<file path="src/rtl/can_bt_pkg.sv">
package can_bt_pkg;

    typedef enum logic [1:0] {
        PH_SYNC = 2'd0,
        PH_ONE  = 2'd1,
        PH_TWO  = 2'd2
    } phase_e;

    function automatic logic vote3(input logic a, input logic b, input logic c);
        return (a & b) | (a & c) | (b & c);
    endfunction

endpackage

</file>
<file path="src/rtl/can_bt_quanta.sv">
module can_bt_quanta #(
    parameter int PRESC_W = 6
) (
    input  logic               clk,
    input  logic               rst_n,
    input  logic [PRESC_W-1:0] presc,
    input  logic               restart,
    output logic               tick
);
    localparam int CNT_W = PRESC_W + 1;

    typedef struct packed {
        logic [CNT_W-1:0] cnt;
    } pre_t;

    pre_t pre_d, pre_q;
    logic [CNT_W-1:0] last_clk;

    always_comb begin
        pre_d    = pre_q;
        // a quantum is 2*(presc+1) clocks, so its last count is 2*presc+1
        last_clk = {presc, 1'b1};
        tick     = (pre_q.cnt >= last_clk);
        if (restart || tick) begin
            pre_d.cnt = '0;
        end else begin
            pre_d.cnt = pre_q.cnt + 1'b1;
        end
    end

    always_ff @(posedge clk or negedge rst_n) begin
        if (!rst_n) begin
            pre_q <= '0;
        end else begin
            pre_q <= pre_d;
        end
    end

    // after a restart the next quantum lasts at least two clocks
    assert_restart_no_tick_R5: assert property (@(posedge clk) disable iff (!rst_n)
        restart |=> !tick);

    // quanta never shorter than two clocks
    assert_tick_spacing_R1: assert property (@(posedge clk) disable iff (!rst_n)
        tick |=> !tick);

endmodule

</file>
<file path="src/rtl/can_bt_sampler.sv">
module can_bt_sampler
    import can_bt_pkg::*;
(
    input  logic clk,
    input  logic rst_n,
    input  logic rx_in,
    input  logic tick,
    input  logic sample_now,
    input  logic triple,
    output logic rx_fall,
    output logic bit_out
);
    typedef struct packed {
        logic       prev;
        logic [1:0] hist;
        logic       bitv;
    } smp_t;

    smp_t smp_d, smp_q;

    always_comb begin
        smp_d      = smp_q;
        smp_d.prev = rx_in;
        rx_fall    = smp_q.prev & ~rx_in;
        if (sample_now) begin
            smp_d.bitv = triple ? vote3(smp_q.hist[1], smp_q.hist[0], rx_in) : rx_in;
        end
        if (tick) begin
            smp_d.hist = {smp_q.hist[0], rx_in};
        end
    end

    always_ff @(posedge clk or negedge rst_n) begin
        if (!rst_n) begin
            smp_q <= '{prev: 1'b1, hist: 2'b11, bitv: 1'b1};
        end else begin
            smp_q <= smp_d;
        end
    end

    assign bit_out = smp_q.bitv;

    assert_bit_holds_R3: assert property (@(posedge clk) disable iff (!rst_n)
        !sample_now |=> $stable(bit_out));

    assert_vote_low_R10: assert property (@(posedge clk) disable iff (!rst_n)
        (sample_now && triple && smp_q.hist == 2'b00) |=> !bit_out);

endmodule

</file>
<file path="src/rtl/can_bt_phase.sv">
module can_bt_phase
    import can_bt_pkg::*;
#(
    parameter int SJW_W = 2,
    parameter int PH1_W = 4,
    parameter int PH2_W = 3
) (
    input  logic             clk,
    input  logic             rst_n,
    input  logic             tick,
    input  logic             rx_fall,
    input  logic             bus_idle,
    input  logic [SJW_W-1:0] sjw,
    input  logic [PH1_W-1:0] tseg1,
    input  logic [PH2_W-1:0] tseg2,
    output logic             restart,
    output logic             sample_now,
    output logic             bit_start,
    output logic             sample_point
);
    localparam int Q_W = ((PH1_W > PH2_W) ? PH1_W : PH2_W) + 2;

    typedef struct packed {
        phase_e         ph;
        logic [Q_W-1:0] q;
        logic [Q_W-1:0] ext;
        logic [Q_W-1:0] shr;
        logic           rs_done;
        logic           bs;
        logic           sp;
    } fsm_t;

    fsm_t fsm_d, fsm_q;

    logic           go_sync, go_one, go_two;
    logic           may_rs, late, early;
    logic [Q_W-1:0] cap, ph1_len, ph2_len, elapsed, ext_new, remain;
    logic [Q_W-1:0] ext_eff, shr_eff, ph1_last, ph2_last;

    always_comb begin
        fsm_d   = fsm_q;
        go_sync = 1'b0;
        go_one  = 1'b0;
        go_two  = 1'b0;

        cap     = Q_W'(sjw) + 1'b1;
        ph1_len = Q_W'(tseg1) + 1'b1;
        ph2_len = Q_W'(tseg2) + 1'b1;

        elapsed = fsm_q.q + 1'b1;
        ext_new = (elapsed < cap) ? elapsed : cap;
        remain  = ph2_len - fsm_q.q;

        may_rs  = rx_fall & ~bus_idle & ~fsm_q.rs_done;
        late    = may_rs & (fsm_q.ph == PH_ONE);
        early   = may_rs & (fsm_q.ph == PH_TWO);
        restart = (rx_fall & bus_idle) | (early & (remain <= cap));

        ext_eff  = late  ? ext_new : fsm_q.ext;
        shr_eff  = early ? cap     : fsm_q.shr;
        ph1_last = ph1_len + ext_eff - 1'b1;
        ph2_last = ph2_len - shr_eff - 1'b1;

        if (late || early) begin
            fsm_d.rs_done = 1'b1;
            fsm_d.ext     = ext_eff;
            fsm_d.shr     = shr_eff;
        end

        if (restart) begin
            go_sync = 1'b1;
        end else if (tick) begin
            unique case (fsm_q.ph)
                PH_SYNC: begin
                    go_one = 1'b1;
                end
                PH_ONE: begin
                    if (fsm_q.q >= ph1_last) begin
                        go_two = 1'b1;
                    end else begin
                        fsm_d.q = fsm_q.q + 1'b1;
                    end
                end
                PH_TWO: begin
                    if (fsm_q.q >= ph2_last) begin
                        go_sync = 1'b1;
                    end else begin
                        fsm_d.q = fsm_q.q + 1'b1;
                    end
                end
                default: begin
                    go_sync = 1'b1;
                end
            endcase
        end

        if (go_sync) begin
            fsm_d.ph      = PH_SYNC;
            fsm_d.q       = '0;
            fsm_d.ext     = '0;
            fsm_d.shr     = '0;
            fsm_d.rs_done = 1'b0;
        end else if (go_one) begin
            fsm_d.ph = PH_ONE;
            fsm_d.q  = '0;
        end else if (go_two) begin
            fsm_d.ph = PH_TWO;
            fsm_d.q  = '0;
        end

        fsm_d.bs   = go_sync;
        fsm_d.sp   = go_two;
        sample_now = go_two;
    end

    always_ff @(posedge clk or negedge rst_n) begin
        if (!rst_n) begin
            fsm_q <= '{ph: PH_SYNC, q: '0, ext: '0, shr: '0, rs_done: 1'b0, bs: 1'b0, sp: 1'b0};
        end else begin
            fsm_q <= fsm_d;
        end
    end

    assign bit_start    = fsm_q.bs;
    assign sample_point = fsm_q.sp;

    assert_one_move_R4: assert property (@(posedge clk) disable iff (!rst_n)
        $onehot0({go_sync, go_one, go_two}));

    assert_strobes_apart_R4: assert property (@(posedge clk) disable iff (!rst_n)
        !(bit_start && sample_point));

    assert_start_in_sync_R2: assert property (@(posedge clk) disable iff (!rst_n)
        bit_start |-> (fsm_q.ph == PH_SYNC));

    assert_sample_enters_two_R3: assert property (@(posedge clk) disable iff (!rst_n)
        sample_point |-> (fsm_q.ph == PH_TWO));

    assert_ext_capped_R7: assert property (@(posedge clk) disable iff (!rst_n)
        late |=> (fsm_q.ext != '0));

    assert_single_resync_R9: assert property (@(posedge clk) disable iff (!rst_n)
        (fsm_q.rs_done && !go_sync) |=> ($stable(fsm_q.ext) && $stable(fsm_q.shr)));

endmodule

</file>
<file path="src/rtl/can_bit_timing.sv">
module can_bit_timing #(
    parameter int PRESC_W = 6,
    parameter int SJW_W   = 2,
    parameter int PH1_W   = 4,
    parameter int PH2_W   = 3
) (
    input  logic                       clk,
    input  logic                       rst_n,
    input  logic [SJW_W+PRESC_W-1:0]   timing0,
    input  logic [PH2_W+PH1_W:0]       timing1,
    input  logic                       bus_idle,
    input  logic                       rx_in,
    output logic                       rx_bit,
    output logic                       sample_stb,
    output logic                       bit_start_stb
);
    localparam int T1_TOP = PH2_W + PH1_W;

    logic [PRESC_W-1:0] presc;
    logic [SJW_W-1:0]   sjw;
    logic [PH1_W-1:0]   tseg1;
    logic [PH2_W-1:0]   tseg2;
    logic               triple;
    logic               tick, restart, rx_fall, sample_now;

    assign presc  = timing0[PRESC_W-1:0];
    assign sjw    = timing0[SJW_W+PRESC_W-1:PRESC_W];
    assign tseg1  = timing1[PH1_W-1:0];
    assign tseg2  = timing1[T1_TOP-1:PH1_W];
    assign triple = timing1[T1_TOP];

    can_bt_quanta #(.PRESC_W(PRESC_W)) u_quanta (
        .clk     (clk),
        .rst_n   (rst_n),
        .presc   (presc),
        .restart (restart),
        .tick    (tick)
    );

    can_bt_phase #(.SJW_W(SJW_W), .PH1_W(PH1_W), .PH2_W(PH2_W)) u_phase (
        .clk          (clk),
        .rst_n        (rst_n),
        .tick         (tick),
        .rx_fall      (rx_fall),
        .bus_idle     (bus_idle),
        .sjw          (sjw),
        .tseg1        (tseg1),
        .tseg2        (tseg2),
        .restart      (restart),
        .sample_now   (sample_now),
        .bit_start    (bit_start_stb),
        .sample_point (sample_stb)
    );

    can_bt_sampler u_sampler (
        .clk        (clk),
        .rst_n      (rst_n),
        .rx_in      (rx_in),
        .tick       (tick),
        .sample_now (sample_now),
        .triple     (triple),
        .rx_fall    (rx_fall),
        .bit_out    (rx_bit)
    );

endmodule

</file>
<file path="config.mk">
export PLATFORM = sky130hd
export DESIGN_NAME = can_bit_timing
export DESIGN_NICKNAME = d
export VERILOG_FILES = /design/src/rtl/can_bt_pkg.sv /design/src/rtl/can_bt_quanta.sv /design/src/rtl/can_bt_sampler.sv /design/src/rtl/can_bt_phase.sv /design/src/rtl/can_bit_timing.sv
export SDC_FILE = /design/constraint.sdc
export NUM_CORES = 1
export LEC_CHECK = 0
export BUFFER_PORTS_ARGS = -buffer_cell sky130_fd_sc_hd__buf_2
export CAP_MARGIN = 20
export CELL_PAD_IN_SITES_DETAIL_PLACEMENT = 1
export CELL_PAD_IN_SITES_GLOBAL_PLACEMENT = 1
export CORE_MARGIN = 5
export CORE_UTILIZATION = 35
export CTS_BUF_LIST = sky130_fd_sc_hd__clkbuf_8
export CTS_CLUSTER_DIAMETER = 120
export DETAILED_ROUTE_END_ITERATION = 7
export PLACE_DENSITY_LB_ADDON = 0.05
export SKIP_LAST_GASP = 1
export SLEW_MARGIN = 20
export SYNTH_ARGS = -nofsm -noshare
export SYNTH_HDL_FRONTEND = slang
export SYNTH_SLANG_ARGS = --single-unit
</file>
<file path="constraint.sdc">
create_clock -name clk -period 4.3 [get_ports clk]
set_input_delay 0.86 -clock clk [delete_from_list [all_inputs] [get_ports clk]]
set_output_delay 0.86 -clock clk [all_outputs]
set_load 0.01 [all_outputs]
</file>
==> results.py, run 1 <==
metrics = {
    "timing": {
        "drv_slew": 0,
        "max_freq_ghz": 0.212,
        "finalSetupTns_ns": -2.89,
        "slew-limit-headroom_pct": 44.3,
        "setup_viol": 10,
        "final_hold_viol_count": 0,
        "fin_ws_ns": -0.410,
        "fin_crit_sh_pct": 110,
        "tightestPinTransition_ns": 0.835,
        "period_needed_ns": 4.71,
        "finalClockSkew_ns": 0.00800,
        "rsz0062_at_grt": "true",
        "hold_ws_ns": 0.501,
    },
    "worst_hold_path": {
        "hold_class": "register to register",
        "min_from": "u_quanta.pre_q[0]$_DFF_PN0_",
    },
    "global_route": {
        "use_met1_pct": 21.2,
        "grt-busiest-layer": "met2",
        "grt_overflow": 0,
        "grt_max_degree": 35,
        "track_usage_pct": 15.5,
        "use_met3_pct": 2.48,
        "gr-usage-met2_pct": 26.0,
        "grt_pass1_wl_mm": 12.6,
        "antenna_found_initial": 0,
        "grt_pass1_vias": 2633,
    },
    "layout": {
        "layout_commonest_cell": "buf_4",
        "fillers": 961,
        "antennaDiodeCount": 0,
        "num-nets-final": 464,
        "syn_to_final_growth_pct": 32.0,
        "drive_gt1_share_pct": 34.3,
        "layout_common_cells": "buf_4 (51), ha_1 (41), inv_1 (38)",
        "stdcell_area_sq_mm": 0.00384,
    },
    "drt": {
        "wl_per_cell_microns": 14.6,
        "dr.pass1.iters": 4,
        "drc": 0,
        "wl_mm": 7.29,
        "drt-initial-drc-count": 47,
        "via_per_inst": 5.00,
        "ant_nets": 0,
        "vias": 2497,
    },
    "floorplanning": {
        "die-area_sq_mm": 0.0102,
        "core_area_sq_mm": 0.00818,
        "rows": 33,
        "die_h_microns": 101,
        "ios": 23,
        "initial_utilization_pct": 35.6,
        "die_w_microns": 101,
    },
    "clocking": {
        "clock_latency_ns": 0.29,
        "cts_buffers": 5,
        "htree_levels": 2,
        "path_clk_slew_ns": 0.08,
        "clockBufferDepth": 2,
        "cts_sinks": 34,
        "postCtsHoldBufs": 0,
        "root_buffer": "clkbuf_8",
        "cts_tree": "built",
    },
    "power_and_ir_drop": {
        "power_mw": 1.60,
        "ir_worst_vdd_uv": 185,
        "power_density_mw_per_mm2": 417,
        "leakage_nw": 1.91,
    },
    "yosys": {
        "synth_cells": 314,
        "yosysTopAreaCell": "dfrtp_1",
        "avgSynthCellArea_sq_um": 9.28,
        "muxShareOfSynthArea_pct": 2.75,
        "synth-edff-count": 0,
        "synth_compound_area_share_pct": 17.6,
        "synth-simple-area-share_pct": 16.4,
        "synth.top_cell.area_share_pct": 25.8,
        "synth-xor-area-share_pct": 5.11,
        "async_flop_share_pct": 100,
        "syn_area_sq_mm": 0.00291,
        "netlist-cell-type-count": 54,
        "synthFlopType": "dfrtp_1",
        "synthAdderAreaFrac_pct": 22.7,
        "synth_top_family_by_area": "adder cells",
        "synth_seq_cells": 34,
        "ys.warnings.count": 0,
        "synth_area_leaders": "dfrtp_1 (26%), ha_1 (21%), inv_1 (5.4%)",
        "syn_nets": 385,
        "synth_seq_area_share_pct": 29.4,
    },
    "run_status": {
        "outcome": "finished, violations left",
        "violations": "negative setup slack",
    },
    "placement": {
        "hpwl_mm": 5.74,
        "placed_area_sq_mm": 0.00356,
        "gp_congestion": 0.838,
        "numPortBuffers": 22,
    },
    "setup_path": {
        "critical_path_class": "input pin to register",
        "start_kind": "input pin",
        "r2r-start": "u_phase.fsm_q[16]$_DFFE_PN0P_",
        "arrival_ns": 4.92,
        "startpoint": "timing0[6]",
        "crit_path_max_fanout": 6,
        "end_kind": "register",
        "critPathRequiredTime_ns": 4.51,
    },
    "run": {
        "maxCapViolations": 0,
    },
}
report_power, final:
part	switching (mW)	internal, mW
Sequential	0.0463	0.387
Clock	0.131	0.127
Combinational	0.440	0.472
metal layers:
layer	up-vias	share of wire, %
li1	1253	-
met1	1208	48
met2	28	49
met3	8	2.2
met4	0	0.99
met5	-	0
registers in the layout (all words and copies together) (netlist names):
| name | flops |
|---|---|
| u_sampler.smp_q | 3 |
| u_quanta.pre_q | 7 |
| u_sampler.bit_out | 1 |
| u_phase.sample_point | 1 |
| u_phase.bit_start | 1 |
| u_phase.fsm_q | 21 |
cell usage after synthesis (2+ instances only):
cell       instances
a2111oi_2          2
a21o_1             8
a21oi_1           20
a22oi_1            2
a31oi_1            2
and2_1             5
and3_1             3
dfrtp_1           30
dfstp_2            4
fa_1               3
ha_1              48
inv_1             42
mux2_2             4
mux2i_1            2
nand2_1           15
nand2b_1           9
nand3_1            5
nand3b_1           2
nand4_1            5
nor2_1            34
nor2b_1            2
nor3_1             2
o211ai_1           5
o21a_1             5
o21ai_0            6
o221ai_1           4
o22ai_1            2
or3_1              2
xnor2_1            6
xor2_1            11
repair_timing:
item | CTS | global route
endpoints found under the setup margin | 10 | 24
endpoints found under the hold margin | 0 | 0
buffers inserted | 5 | 3
pin swaps | 22 | 11
gates resized for setup | 10 | 18
metrics by stage:
| stage | cells | util, % | worst slack (ns) |
|---|---|---|---|
| 6_report | 499 | 47.0 | -0.410 |
| 3_3_place_gp | 484 | 43.5 | -0.827 |
| 3_5_place_dp | 484 | 43.5 | -0.881 |
| 5_1_grt | 499 | 47.0 | -0.652 |
| 2_1_floorplan | 314 | - | -0.459 |
| 4_1_cts | 496 | 45.8 | -0.465 |
cells by family (layout without fill, tap and decap cells):
kind of cell | after synthesis | in the layout
multiplexers | 7 | 7
adder cells (fa/ha/maj) | 51 | 51
buffers and inverters | 45 | 125
AO/OA/AOI/OAI | 68 | 68
flip-flops | 34 | 34
AND/OR/NAND/NOR | 92 | 92
XOR/XNOR | 17 | 17
cell type report:
class | instances | area (sq um) | area share, %
Tap cell | 105 | 131 | 3.42
Multi-Input combinational cell | 235 | 2070 | 53.7
Clock inverter | 2 | 8.76 | 0.228
Inverter | 42 | 163 | 4.23
Clock buffer | 6 | 82.6 | 2.15
Timing Repair Buffer | 75 | 537 | 14.0
Sequential cell | 34 | 856 | 22.3
worst paths after layout:
check	slack, ns	cells after the start	to
setup / recovery	-0.41	25	u_phase.fsm_q[19]$_DFFE_PN0P_
hold / removal	0.50	1	u_quanta.pre_q[0]$_DFF_PN0_
setup reg to reg	-0.32	25	u_phase.fsm_q[19]$_DFFE_PN0P_
hold reg to reg	0.50	1	u_quanta.pre_q[0]$_DFF_PN0_
max in group asynchronous	3.11	1	u_phase.fsm_q[7]$_DFFE_PN0P_
min in group asynchronous	0.67	1	u_phase.fsm_q[2]$_DFFE_PN0P_
worst max-delay path: stages:
cell and delay (ns):
buf_6 0.10, ha_4 0.27, inv_4 0.04, ha_4 0.19, a21o_1 0.14, a21o_1 0.20
or3_1 0.31, o211ai_1 0.12, and2_1 0.17, ha_2 0.17, inv_2 0.04, ha_4 0.15
inv_2 0.05, fa_2 0.20, inv_2 0.03, a21o_1 0.15, a21oi_2 0.14, xor2_1 0.18
xnor2_1 0.14, ha_1 0.27, a21oi_2 0.14, o211ai_1 0.13, a221oi_2 0.35, o21bai_4 0.15
o221ai_2 0.21
No activity file was read; power rests on OpenSTA's default activity.
==> inputs of run 2 (changes only) <==
Settings changed: SYNTH_HIERARCHICAL set to 1.
Clock period 4.3 ns to 6.1 ns, I/O delays scaled along.
==> run 2 against run 1 <==
Compared with the run above:
- the run now ends clean
- worst setup slack gained 1.3 ns
- non-clock buffer count decreased by 53
- count of clock-buffer cells in the layout is 1 lower
- critical path depth fell by 3
- synthesized cell count shrank 8.9%
- final area decreased by 24%
- via count shrank 16%
- worst hold slack improved by 0.00078 ns
- register-to-register slack gained 1.8 ns
- combinational power down 63%
- largest cell class unchanged
==> results.py, run 2 <==
metrics = {
    "run_status": {
        "outcome": "complete, no violations",
    },
    "placement": {
        "placed_area_sq_mm": 0.00285,
        "numPortBuffers": 22,
        "dp.cells": 400,
        "pre_cts_slack_ns": 0.447,
        "gp_congestion": 0.762,
        "hpwl_mm": 4.84,
    },
    "layout": {
        "layout_common_cells": "ha_1 (39), dfrtp_1 (30), inv_1 (28)",
        "syn_to_final_growth_pct": 10.4,
        "stdcell_count": 408,
        "stdcell_area_sq_mm": 0.00293,
        "seqCellArea_sq_um": 856,
        "antennaDiodeCount": 0,
        "multi_input_area_sq_mm": 0.00166,
        "regMostFlops": "u_phase/fsm_q",
        "reg_top3": "u_phase/fsm_q: 21 flops, u_quanta/pre_q: 7 flops, u_sampler/smp_q: 3 flops",
        "drive_gt1_share_pct": 12.9,
        "layout_commonest_cell": "ha_1",
        "fillers": 858,
        "largest_reg_flops": 21,
        "num-nets-final": 370,
    },
    "clocking": {
        "htree_levels": 2,
        "cts_tree": "built",
        "clock_latency_ns": 0.28,
        "postCtsSetupBuffers": 0,
        "path_clk_slew_ns": 0.07,
        "root_buffer": "clkbuf_8",
        "clockBufferDepth": 2,
        "ctsResizeCount": 0,
        "cts_sinks": 34,
        "cts_buffers": 5,
        "postCtsHoldBufs": 0,
    },
    "power_and_ir_drop": {
        "leakage_nw": 1.45,
        "ir_worst_vdd_uv": 87.1,
        "power_density_mw_per_mm2": 276,
    },
    "floorplanning": {
        "die_h_microns": 97.0,
        "core_area_sq_mm": 0.00733,
        "ios": 23,
        "initial_utilization_pct": 36.2,
        "die-area_sq_mm": 0.00942,
        "die_w_microns": 97.0,
        "rows": 31,
    },
    "yosys": {
        "synth_seq_cells": 34,
        "yosysMostFrequentCell": "ha_1",
        "async_flop_share_pct": 100,
        "synth.top_cell.area_share_pct": 28.3,
        "yosysTopAreaCell": "dfrtp_1",
        "syn_area_sq_mm": 0.00265,
        "avgSynthCellArea_sq_um": 9.27,
        "ys.warnings.count": 6,
        "netlist-cell-type-count": 49,
        "yosys-top-cells-count": "ha_1 (39), dfrtp_1 (30), inv_1 (25), nand2_1 (25), nor2_1 (24)",
        "synthFlopType": "dfrtp_1",
        "synth_cells": 286,
        "synth_area_leaders": "dfrtp_1 (28%), ha_1 (18%), dfstp_2 (4.0%)",
        "synth_seq_area_share_pct": 32.3,
        "synth-edff-count": 0,
        "syn_nets": 348,
    },
    "global_route": {
        "grt_max_degree": 35,
        "track_usage_pct": 13.7,
        "grt_pass1_vias": 2180,
        "grt_pass1_wl_mm": 10.6,
        "grt_overflow": 0,
        "antenna_found_initial": 0,
    },
    "setup_path": {
        "crit_path_max_fanout": 4,
        "start_kind": "input pin",
        "critPathRequiredTime_ns": 6.31,
        "end_kind": "register",
        "critical_path_class": "input pin to register",
        "arrival_ns": 5.45,
    },
    "drt": {
        "dr.pass1.iters": 4,
        "drc": 0,
        "via_per_inst": 5.12,
        "ant_nets": 0,
        "wl_per_cell_microns": 14.9,
        "wl_mm": 6.08,
        "vias": 2089,
        "drt-initial-drc-count": 42,
    },
    "timing": {
        "fin_crit_sh_pct": 86.0,
        "drv_slew": 0,
        "finalSetupTns_ns": 0,
        "period_needed_ns": 5.25,
        "slew-limit-headroom_pct": 33.3,
        "max_freq_ghz": 0.191,
        "hold_ws_ns": 0.501,
        "rsz0062_at_grt": "false",
        "tightestPinTransition_ns": 0.998,
        "fin_ws_ns": 0.855,
        "finalClockSkew_ns": 0.0105,
        "final_hold_viol_count": 0,
        "setup_viol": 0,
    },
    "run": {
        "maxCapViolations": 0,
    },
    "worst_hold_path": {
        "hold_class": "register to register",
    },
}
run 2: cell types whose count changed in the layout (fill, tap and decap cells not counted), sizes merged, moves of 9 or more:
cell,change
nand2,+9
o21ai,+10
ha,-9
nor2,-10
buf,-53
inv,-15
run 2: critical path, cell delays in order:
cell	delay, ns
buf_2	0.13
ha_1	0.31
inv_1	0.13
ha_1	0.25
a21o_1	0.16
a2111o_1	0.47
mux2i_1	0.15
o21ai_1	0.28
ha_1	0.30
a21o_1	0.18
a21oi_1	0.21
nor2b_1	0.07
o21ai_0	0.19
xnor2_1	0.14
nand2_1	0.07
ha_1	0.30
nor2_1	0.04
nor2_1	0.17
nand3_1	0.17
a21oi_1	0.29
nand2_1	0.09
o22ai_1	0.13
run 2: where the power goes:
| group | internal, mW | switching, mW |
|---|---|---|
| logic | 0.152 | 0.181 |
| clock network | 0.0761 | 0.0798 |
| registers | 0.273 | 0.0457 |
run 2: cell families after synthesis:
family,count (synthesis),share of synthesized area (%)
adder cells (fa/ha/maj),42,20.7
AO/OA/AOI/OAI,65,17.5
AND/OR/NAND/NOR,92,17.3
buffers and inverters,32,5.00
XOR/XNOR,16,5.29
flip-flops,34,32.3
multiplexers,5,1.98
run 2: final cells by class:
type,count,area share (%)
multi-input combinational,220,56.8
sequential,34,29.2
tap,99,4.23
clock inverter,3,0.385
clock buffer,5,2.35
timing repair buffer,22,3.76
inverter,25,3.21
run 2: per-layer routing:
layer	up-vias	global-route usage, %	share of wire (%)
met3	2	2.88	2.5
met5	-	0	0
met2	21	22.3	48
li1	1052	-	-
met4	0	3.56	0.62
met1	1014	18.6	49
run 2: stage by stage:
step	power, mW	util, %
after floorplan	0.571	-
after global placement	0.653	38.8
after detailed placement	0.664	38.8
after CTS	0.828	39.9
after global routing	0.890	39.9
final	0.807	39.9
run 2: final timing paths:
kind / start / end / slack (ns) / cells after the start
worst max-delay path: timing0[6] / u_sampler/bit_out$_DFFE_PN1P_ / 0.85 / 22
worst min-delay path: u_sampler/bit_out$_DFFE_PN1P_ / u_sampler/bit_out$_DFFE_PN1P_ / 0.50 / 2
worst max register to register: u_phase/fsm_q[16]$_DFFE_PN0P_ / u_sampler/bit_out$_DFFE_PN1P_ / 1.43 / 20
worst min register to register: u_sampler/bit_out$_DFFE_PN1P_ / u_sampler/bit_out$_DFFE_PN1P_ / 0.50 / 2
max in group asynchronous: rst_n / u_phase/fsm_q[15]$_DFFE_PN0P_ / 4.58 / 1
min in group asynchronous: rst_n / u_quanta/pre_q[3]$_DFF_PN0_ / 1.01 / 1
